--- src/rtl/dtc_pkg.sv ---
package dtc_pkg;
   typedef enum logic [2:0] {
      FLT_NONE     = 3'd0,
      FLT_MISS     = 3'd1,
      FLT_MULTI    = 3'd2,
      FLT_PROT     = 3'd3,
      FLT_FIRSTWR  = 3'd4,
      FLT_BADADDR  = 3'd5,
      FLT_EXECPROT = 3'd6
   } fault_e;

   localparam logic [11:0] EV_MISS_WR = 12'h060;
   localparam logic [11:0] EV_MISS_RD = 12'h040;
   localparam logic [11:0] EV_PROT_WR = 12'h0C0;
   localparam logic [11:0] EV_PROT_RD = 12'h0A0;
   localparam logic [11:0] EV_FIRSTWR = 12'h080;
   localparam logic [11:0] EV_ADDR_WR = 12'h100;
   localparam logic [11:0] EV_ADDR_RD = 12'h0E0;
   localparam logic [11:0] VEC_MISS   = 12'h400;
   localparam logic [11:0] VEC_GEN    = 12'h100;
endpackage

--- src/rtl/dtc_region.sv ---
module dtc_region
   import dtc_pkg::*;
#(
   parameter int VA_W = 32
) (
   input  logic [VA_W-1:0] va,
   input  logic [1:0]      acc_size,
   input  logic            user_mode,
   input  logic            xlat_en,
   input  logic            sq_user_block,
   output fault_e          pre_fault,
   output logic            need_lookup
);
   logic [2:0] size_mask;
   logic       misalign, in_sq, in_priv_win, bypass_top;

   always_comb begin
      case (acc_size)
         2'd0:    size_mask = 3'b000;
         2'd1:    size_mask = 3'b001;
         2'd2:    size_mask = 3'b011;
         default: size_mask = 3'b111;
      endcase
   end

   assign misalign    = |(va[2:0] & size_mask);
   assign in_sq       = (va[VA_W-1 -: 6] == 6'b111000);
   assign in_priv_win = (va[VA_W-1 -: 6] == 6'b011111);
   assign bypass_top  = (va[VA_W-1 -: 3] == 3'd4) || (va[VA_W-1 -: 3] == 3'd5) ||
                        (va[VA_W-1 -: 3] == 3'd7);

   always_comb begin
      pre_fault   = FLT_NONE;
      need_lookup = 1'b0;
      if (misalign) begin
         pre_fault = FLT_BADADDR;
      end else if (in_sq) begin
         if ((va[1:0] != 2'b00) || (sq_user_block && user_mode))
            pre_fault = FLT_BADADDR;
      end else if (user_mode && va[VA_W-1]) begin
         pre_fault = FLT_BADADDR;
      end else if (!user_mode && in_priv_win) begin
         pre_fault = FLT_NONE;
      end else if (!xlat_en || bypass_top) begin
         pre_fault = FLT_NONE;
      end else begin
         need_lookup = 1'b1;
      end
   end
endmodule

--- src/rtl/dtc_perm.sv ---
module dtc_perm
   import dtc_pkg::*;
#(
   parameter int VA_W        = 32,
   parameter int PG_MIN_BITS = 10,
   parameter int PG_SIZES    = 4,
   localparam int PPN_W      = VA_W - PG_MIN_BITS,
   localparam int SZ_W       = $clog2(PG_SIZES)
) (
   input  logic [VA_W-1:0]  va,
   input  logic             is_write,
   input  logic             user_mode,
   input  logic             lk_hit,
   input  logic             lk_multi,
   input  logic [PPN_W-1:0] lk_ppn,
   input  logic [SZ_W-1:0]  lk_pgsize,
   input  logic [1:0]       lk_prot,
   input  logic             lk_dirty,
   output fault_e           perm_fault,
   output logic [VA_W-1:0]  xlat_pa
);
   logic [VA_W-1:0] pg_mask [PG_SIZES];
   logic [VA_W-1:0] sel_mask;

   for (genvar g = 0; g < PG_SIZES; g++) begin : g_mask
      localparam int SH = PG_MIN_BITS + ((g == 0) ? 0 : (g == 1) ? 2 : (g == 2) ? 6 : 10);
      assign pg_mask[g] = {VA_W{1'b1}} << SH;
   end

   assign sel_mask = pg_mask[lk_pgsize];
   assign xlat_pa  = ({lk_ppn, {PG_MIN_BITS{1'b0}}} & sel_mask) | (va & ~sel_mask);

   always_comb begin
      if (lk_multi)                      perm_fault = FLT_MULTI;
      else if (!lk_hit)                  perm_fault = FLT_MISS;
      else if (user_mode && !lk_prot[1]) perm_fault = FLT_PROT;
      else if (is_write && !lk_prot[0])  perm_fault = FLT_PROT;
      else if (is_write && !lk_dirty)    perm_fault = FLT_FIRSTWR;
      else                               perm_fault = FLT_NONE;
   end
endmodule

--- src/rtl/dtc_evmap.sv ---
module dtc_evmap
   import dtc_pkg::*;
#(
   parameter int EVT_W = 12
) (
   input  fault_e           flt,
   input  logic             is_write,
   output logic [EVT_W-1:0] evt_code,
   output logic [EVT_W-1:0] vec_off
);
   always_comb begin
      evt_code = '0;
      vec_off  = '0;
      case (flt)
         FLT_MISS: begin
            evt_code = EVT_W'(is_write ? EV_MISS_WR : EV_MISS_RD);
            vec_off  = EVT_W'(VEC_MISS);
         end
         FLT_PROT: begin
            evt_code = EVT_W'(is_write ? EV_PROT_WR : EV_PROT_RD);
            vec_off  = EVT_W'(VEC_GEN);
         end
         FLT_FIRSTWR: begin
            evt_code = EVT_W'(EV_FIRSTWR);
            vec_off  = EVT_W'(VEC_GEN);
         end
         FLT_BADADDR: begin
            evt_code = EVT_W'(is_write ? EV_ADDR_WR : EV_ADDR_RD);
            vec_off  = EVT_W'(VEC_GEN);
         end
         default: ;
      endcase
   end
endmodule

--- src/rtl/dtc_xlat_check.sv ---
module dtc_xlat_check
   import dtc_pkg::*;
#(
   parameter int VA_W        = 32,
   parameter int PG_MIN_BITS = 10,
   parameter int PG_SIZES    = 4,
   parameter int EVT_W       = 12,
   localparam int PPN_W      = VA_W - PG_MIN_BITS,
   localparam int SZ_W       = $clog2(PG_SIZES)
) (
   input  logic             clk,
   input  logic             rst_n,
   input  logic             req_valid,
   input  logic [VA_W-1:0]  va,
   input  logic [1:0]       acc_size,
   input  logic             is_write,
   input  logic             user_mode,
   input  logic             xlat_en,
   input  logic             sq_user_block,
   input  logic [VA_W-1:0]  sq_base0,
   input  logic [VA_W-1:0]  sq_base1,
   input  logic             lk_hit,
   input  logic             lk_multi,
   input  logic [PPN_W-1:0] lk_ppn,
   input  logic [SZ_W-1:0]  lk_pgsize,
   input  logic [1:0]       lk_prot,
   input  logic             lk_dirty,
   output logic [VA_W-1:0]  pa,
   output logic [VA_W-1:0]  sq_wb_addr,
   output logic [2:0]       fault,
   output logic [EVT_W-1:0] evt_code,
   output logic [EVT_W-1:0] vec_off,
   output logic [VA_W-1:0]  fault_va,
   output logic [PPN_W-1:0] pteh_vpn
);
   if (VA_W != 32)        begin : g_chk_va  $error("VA_W must be 32"); end
   if (PG_SIZES != 4)     begin : g_chk_pg  $error("PG_SIZES must be 4"); end
   if (PG_MIN_BITS < 6)   begin : g_chk_min $error("PG_MIN_BITS too small"); end
   if (EVT_W < 11)        begin : g_chk_evt $error("EVT_W too narrow"); end

   fault_e          pre_fault, perm_fault, fin_fault;
   logic            need_lookup;
   logic [VA_W-1:0] xlat_pa;

   dtc_region #(.VA_W(VA_W)) u_region (
      .va(va), .acc_size(acc_size), .user_mode(user_mode), .xlat_en(xlat_en),
      .sq_user_block(sq_user_block), .pre_fault(pre_fault), .need_lookup(need_lookup)
   );

   dtc_perm #(.VA_W(VA_W), .PG_MIN_BITS(PG_MIN_BITS), .PG_SIZES(PG_SIZES)) u_perm (
      .va(va), .is_write(is_write), .user_mode(user_mode), .lk_hit(lk_hit),
      .lk_multi(lk_multi), .lk_ppn(lk_ppn), .lk_pgsize(lk_pgsize), .lk_prot(lk_prot),
      .lk_dirty(lk_dirty), .perm_fault(perm_fault), .xlat_pa(xlat_pa)
   );

   assign fin_fault = need_lookup ? perm_fault : pre_fault;

   dtc_evmap #(.EVT_W(EVT_W)) u_evmap (
      .flt(fin_fault), .is_write(is_write), .evt_code(evt_code), .vec_off(vec_off)
   );

   assign fault = fin_fault;
   assign pa    = (fin_fault != FLT_NONE) ? '0 : (need_lookup ? xlat_pa : va);

   always_comb begin
      if (xlat_en) sq_wb_addr = {xlat_pa[VA_W-1:5], 5'b0};
      else         sq_wb_addr = (va[5] ? sq_base1 : sq_base0) + {va[VA_W-1:5], 5'b0};
   end

   always_ff @(posedge clk or negedge rst_n) begin
      if (!rst_n) begin
         fault_va <= '0;
         pteh_vpn <= '0;
      end else if (req_valid && (fin_fault != FLT_NONE)) begin
         fault_va <= va;
         pteh_vpn <= va[VA_W-1:PG_MIN_BITS];
      end
   end

   AST_ALIGN_FIRST: assert property (@(posedge clk) disable iff (!rst_n)
      ((acc_size == 2'd1 && va[0]) || (acc_size == 2'd2 && va[1:0] != 0) ||
       (acc_size == 2'd3 && va[2:0] != 0)) |-> fault == 3'd5);
   AST_USER_HIGH: assert property (@(posedge clk) disable iff (!rst_n)
      (user_mode && va[VA_W-1] && va[VA_W-1 -: 6] != 6'b111000) |-> fault == 3'd5);
   AST_FW_WRITE: assert property (@(posedge clk) disable iff (!rst_n)
      (fault == 3'd4) |-> is_write);
   AST_MISS_VEC: assert property (@(posedge clk) disable iff (!rst_n)
      (fault == 3'd1) |-> vec_off == EVT_W'(12'h400));
   AST_LATCH_CAP: assert property (@(posedge clk) disable iff (!rst_n)
      (req_valid && fault != 3'd0) |=> (fault_va == $past(va)));
   AST_LATCH_HOLD: assert property (@(posedge clk) disable iff (!rst_n)
      !(req_valid && fault != 3'd0) |=> $stable(fault_va) && $stable(pteh_vpn));
endmodule

--- config.mk ---
export PLATFORM = sky130hd
export DESIGN_NAME = dtc_xlat_check
export DESIGN_NICKNAME = d
export VERILOG_FILES = /design/src/rtl/dtc_pkg.sv /design/src/rtl/dtc_region.sv /design/src/rtl/dtc_perm.sv /design/src/rtl/dtc_evmap.sv /design/src/rtl/dtc_xlat_check.sv
export SDC_FILE = /design/constraint.sdc
export NUM_CORES = 1
export LEC_CHECK = 0
export ABC_AREA = 1
export BUFFER_PORTS_ARGS = -buffer_cell sky130_fd_sc_hd__buf_2
export CAP_MARGIN = 0
export CORE_MARGIN = 4
export CORE_UTILIZATION = 35
export CTS_CLUSTER_SIZE = 16
export DETAILED_ROUTE_END_ITERATION = 16
export GPL_TIMING_DRIVEN = 0
export PLACE_DENSITY = 0.68
export SLEW_MARGIN = 25
export SYNTH_ARGS = -nofsm -noshare
export SYNTH_HDL_FRONTEND = slang
export SYNTH_SLANG_ARGS = --single-unit
--- constraint.sdc ---
create_clock -name clk -period 2.61 [get_ports clk]
set_input_delay 0.261 -clock clk [delete_from_list [all_inputs] [get_ports clk]]
set_output_delay 0.261 -clock clk [all_outputs]
set_load 0.01 [all_outputs]
**Yosys cells after proc, flatten, opt, wreduce, memory -nomap -nowiden**

Index checks and enable logic that the tools add are counted.

- Logic and storage cells: 70
- Output and inout bits: 145
- Bits in registers: 54
- Input bits: 134

- Reduce and logical (&&, ||, !) cells: 21
- Mux-type cells: 28
- Order comparisons: 1
- $add $sub $neg: 1
- Bitwise logic cells: 6
- Equal/unequal tests: 11

Operators by type and width:

| kind | number |
|---|---|
| two-way mux 32 bit | 6 |
| bitwise AND 32 bit | 2 |
| binary-select mux 32 bit (select 2 bit) | 1 |
| one-hot mux 12 bit (4 select lines) | 1 |
| adder 32 bit | 1 |
| NOT 32 bit | 1 |
| OR 32 bit | 1 |
| two-way mux 3 bit | 10 |
| one-hot mux 11 bit (2 select lines) | 1 |
| equality test 3 bit (second input constant) | 5 |
| two-way mux 9 bit | 1 |
| one-hot mux 3 bit (3 select lines) | 1 |
| logical AND 1 bit | 7 |
| two-way mux 7 bit | 1 |
| equality test 6 x 5 -> 1 bit (second input constant) | 1 |
| equality test 6 bit (second input constant) | 1 |
| two-way mux 6 bit | 1 |
| OR reduction 3 bit | 2 |
| zero test 1 bit | 5 |
| two-way mux 1 bit | 5 |
| logical OR 1 bit | 4 |
| bitwise AND 3 bit | 1 |
| equality test 3 x 1 -> 1 bit (second input constant) | 1 |
| equality test 3 x 2 -> 1 bit (second input constant) | 1 |
| other kinds (7) | 7 |

**Longest topological paths before layout**

- Word-level depth: 13
- Gate-level depth with buffers: 18
- Mapped depth without buffers: 16

**Hierarchy**

A second synthesis with hierarchy kept.

- Cell total of the unflattened synthesis: 1016
- Area, all modules: 5317.6 um2

Modules (own cells, without submodules):

| module | area an instance (um2) | instances | cells an instance |
|---|---|---|---|
| dtc_xlat_check | 4569.4 | 1 | 870 |
| dtc_perm | 362.8 | 1 | 69 |
| dtc_evmap | 222.7 | 1 | 39 |
| dtc_region | 162.7 | 1 | 38 |

**Worst setup path before layout**

No wires, ideal clock.

- Kind: input to output
- From: in va[5]
- To: out sq_wb_addr[17]
- Stages on the path: 15
- Path buffers: 2
- Path slack: -85 ps
- Data required time: 2349 ps
- Arrival: 2434 ps
- Cell sequence: clkbuf_1 clkinv_1 clkbuf_1 nand2_1 nand2_1 ha_1 fa_1 nand2_1 nand3_1 nand3_1 nand2_1 nand2_1 nand2_1 xnor2_1 o21ai_0

- Longest elaborated chain between the ends: 3

RTL lines:

| item | line | text |
|---|---|---|
| start: declaration | dtc_xlat_check.sv:14 | `input logic [VA_W-1:0] va,` |
| two-way mux 32 bit | dtc_xlat_check.sv:67 | `else sq_wb_addr = (va[5] ? sq_base1 : sq_base0) + {va[VA_W-1:5], 5'b0};` |
| adder 32 bit (*) | dtc_xlat_check.sv:67 |  |
| two-way mux 32 bit (*) | dtc_xlat_check.sv:66 | `if (xlat_en) sq_wb_addr = {xlat_pa[VA_W-1:5], 5'b0};` |
| end: declaration | dtc_xlat_check.sv:29 | `output logic [VA_W-1:0] sq_wb_addr,` |

Mark *: on every way between the ends. The rest lies on a longest branch, timed or not.

**Worst setup path in the final report**

- From: in va[5]
- To: out sq_wb_addr[29]

The elaborated chain is that of the path after synthesis.

==> impl_metrics.env <==
export IMPL_r2r_slack_ps=1950
export IMPL_layout_drive_gt1_share_pct=43.43
export IMPL_synth_edf_count=0
export IMPL_port_buffer_count=256
export IMPL_status="complete, no violations"
export IMPL_dr_pass1_iters=5
export IMPL_gp_congestion=0.9297
export IMPL_worst_slew_pin_transition_ps=730.6
export IMPL_overflow=0
export IMPL_hold_viol_final=0
export IMPL_ys_seq_elements=32
export IMPL_first_global_vias=6196
export IMPL_hold_buffers=0
export IMPL_antenna_found_initial=0
export IMPL_cts_buffers=5
export IMPL_peakVddDrop_mv=0.2429
export IMPL_regMostFlops="fault_va"
export IMPL_core_um2=14100
export IMPL_crit_required_ps=2350
export IMPL_die_h_um=128.7
export IMPL_setup_viol=0
export IMPL_dieArea_um2=16560
export IMPL_rows=43
export IMPL_worstSetupPathType="input port to output pin"
export IMPL_finalCritPeriodShare_pct=99.05
export IMPL_dieWidth_um=128.7
export IMPL_rsz0062_at_grt="true"
export IMPL_grt_max_degree=33
export IMPL_clkSlewWorstSetupHoldPaths_ps=50
export IMPL_synth_top_family_by_area="simple AND/OR/NAND/NOR gates"
export IMPL_via_per_inst=4.875
export IMPL_yosys_warnings=0
export IMPL_post_synth_top_count_cell="nand2_1"
export IMPL_synthesis_area_um2=5097
export IMPL_clock_sinks=32
export IMPL_cts_max_path_buffers=2
export IMPL_first_iter_violations=406
export IMPL_static_leakage_power_nw=4.417
export IMPL_dp_final_hpwl_mm=17.33
export IMPL_largest_reg_flops=32
export IMPL_synth_xor_area_share_pct=1.546
export IMPL_track_usage_pct=24.29
export IMPL_netlist_instances=894
export IMPL_synth_fa_ha_area_share_pct=6.775
export IMPL_remaining_drc_errors=0
export IMPL_synth_distinct_cells=37
export IMPL_final_cell_area_um2=7664
export IMPL_nNetsFinal=1348
export IMPL_root_buffer="clkbuf_16"
export IMPL_dpl_instance_area_um2=6669
export IMPL_period_needed_ps=2585
export IMPL_async_reset_ff_share_pct=100.0
export IMPL_end_kind="output pin"
export IMPL_top_regs="fault_va: 32 flops"
export IMPL_p_per_area_nw_per_um2=393.4
export IMPL_use_met1_pct=31.22
export IMPL_synthMuxAreaShare_pct=2.160
export IMPL_synth_simple_gate_area_share_pct=47.62
export IMPL_path_max_fanout=8
export IMPL_routed_wl_mm=21.52
export IMPL_clock_latency_ps=280
export IMPL_cts_tree="yes"
export IMPL_busiest_layer="met2"
export IMPL_finalMaxSlewViolations=0
export IMPL_htree_levels=2
export IMPL_min_path_type="input port to async pin"
export IMPL_synth_ff_type="dfrtp_1"
export IMPL_synth_compound_gate_area_share_pct=9.622
export IMPL_grtUsageMet3_pct=3.487
export IMPL_synth_area_per_cell_um2=5.702
export IMPL_use_met2_pct=42.93
export IMPL_pin_count=279
export IMPL_synth_largest_area_cell="nand2_1"
export IMPL_worstSetupStartpointType="input port"
export IMPL_antenna_cells=0
export IMPL_slew_headroom_pct=51.29
export IMPL_avgRoutedWirePerCell_um=15.73
export IMPL_synth_common_cells="397 x nand2_1, 86 x inv_1, 71 x nor2_1, 57 x nand3_1, 42 x buf_4"
export IMPL_synthTopCellsByArea="nand2_1 29%, dfrtp_1 16%, ha_1 6.4%, inv_1 6.3%, buf_4 6.2%"
export IMPL_hold_ws_ps=36.10
export IMPL_start_util_pct=36.16
export IMPL_synth_top_area_share_pct=29.23
export IMPL_clock_fmax_mhz=386.8
export IMPL_skew_ps=0
export IMPL_ant_nets=0
export IMPL_yosysSeqAreaShare_pct=15.71
export IMPL_arrival_ps=2320
export IMPL_synthToLayoutAreaGrowth_pct=50.34
export IMPL_grt_pass1_wl_mm=32.28
export IMPL_maxCapViolations=0
export IMPL_vias=6669
==> through the flow <==
stage	utilization, %	power (W)	setup WS [ps]	setup TNS, ps	std cells
after CTS	51.65	0.002892	-34.32	-48.29	1358
after floorplan	-	0.001533	16.33	0	911
after detailed placement	47.31	0.002102	-1035	-20210	1347
after global placement	47.31	0.002088	-1080	-21170	1347
after global routing	54.37	0.003231	-98.56	-751.5	1368
final	54.37	0.003015	24.72	0	1368
==> placed cells by master (no fill, tap or decap), types with 6 or more instances in the layout <==
master,Yosys,final
xnor2_1,6,6
nand4_1,7,7
a21oi_1,20,8
nand2_2,4,34
nor2_4,2,6
inv_2,6,13
o21ai_0,21,19
ha_4,0,21
nor2_2,1,10
nand3_2,16,27
nand2_4,1,6
buf_2,6,260
buf_6,7,9
clkbuf_1,18,12
buf_4,42,56
nor2_1,71,58
conb_1,1,18
nand2_1,397,362
clkbuf_16,0,7
dfrtp_1,32,32
mux2_2,8,8
inv_1,86,79
nand3_1,57,44
a21oi_2,23,32
==> logic make-up after synthesis <==
kind of cell,Yosys count
and+or+nand+nor,573
buffers and inverters,166
AOI/OAI and AO/OA,76
DFF,32
adders and majority gates,27
muxes,10
xor gates and xnor gates,9
other,1
==> routing by layer <==
layer  vias to the layer above  share of wire [%]  wire length (um)
li1                       3321                  -                 -
met1                      2998                 40              8663
met2                       311                 49             10600
met3                        39                8.0              1711
met4                         0                2.5               539
met5                         -                  0                 0
==> report_power, final <==
part	internal [W]	switching (W)	total, W
Combinational	0.000725	0.00102	0.00174
Sequential	0.000559	0.0000501	0.000609
Clock	0.000448	0.000213	0.000661
Total	0.00173	0.00128	0.00301
==> critical path, stage by stage <==
cell and delay (ps):
buf_8 80, clkbuf_16 160, clkinv_8 70, clkbuf_16 160, nand2_4 60, nand2_4 50, ha_4 150, fa_2 360
nand2_2 90, nand3_2 80, nand3_2 90, nand2_4 70, nand3_1 110, nand3_1 100, nand2_1 60, nand3_1 120
nand2_1 120, buf_2 130
==> worst paths after layout <==
kind / cells past startpoint / end / startpoint
max: 18 / sq_wb_addr[29] / va[5]
max in group asynchronous: 1 / fault_va[27] / rst_n
min in group clk: 3 / fault_va[3] / va[3]
max reg2reg: 2 / fault_va[25] / fault_va[25]
min: 1 / fault_va[1] / rst_n
min reg2reg: 2 / fault_va[6] / fault_va[6]
==> repair_timing <==
action | 4_1_cts | 5_1_grt
hold endpoints to repair | 0 | 0
gates cloned | 0 | 0
setup buffers | 3 | 10
pin swaps | 15 | 28
endpoints found under the setup margin | 26 | 20
resized for setup | 83 | 78
==> area by class of cell <==
class	count	area (um2)
plain buffers	73	560.5
clock buffers	6	128.9
clock inverters	2	35.03
fillers	1457	6432
inverters	93	361.6
multi-input cells	713	4153
flip-flops and latches	32	800.8
well taps	180	225.2
repair buffers	269	1399
No activity file was read; power rests on OpenSTA's default activity.
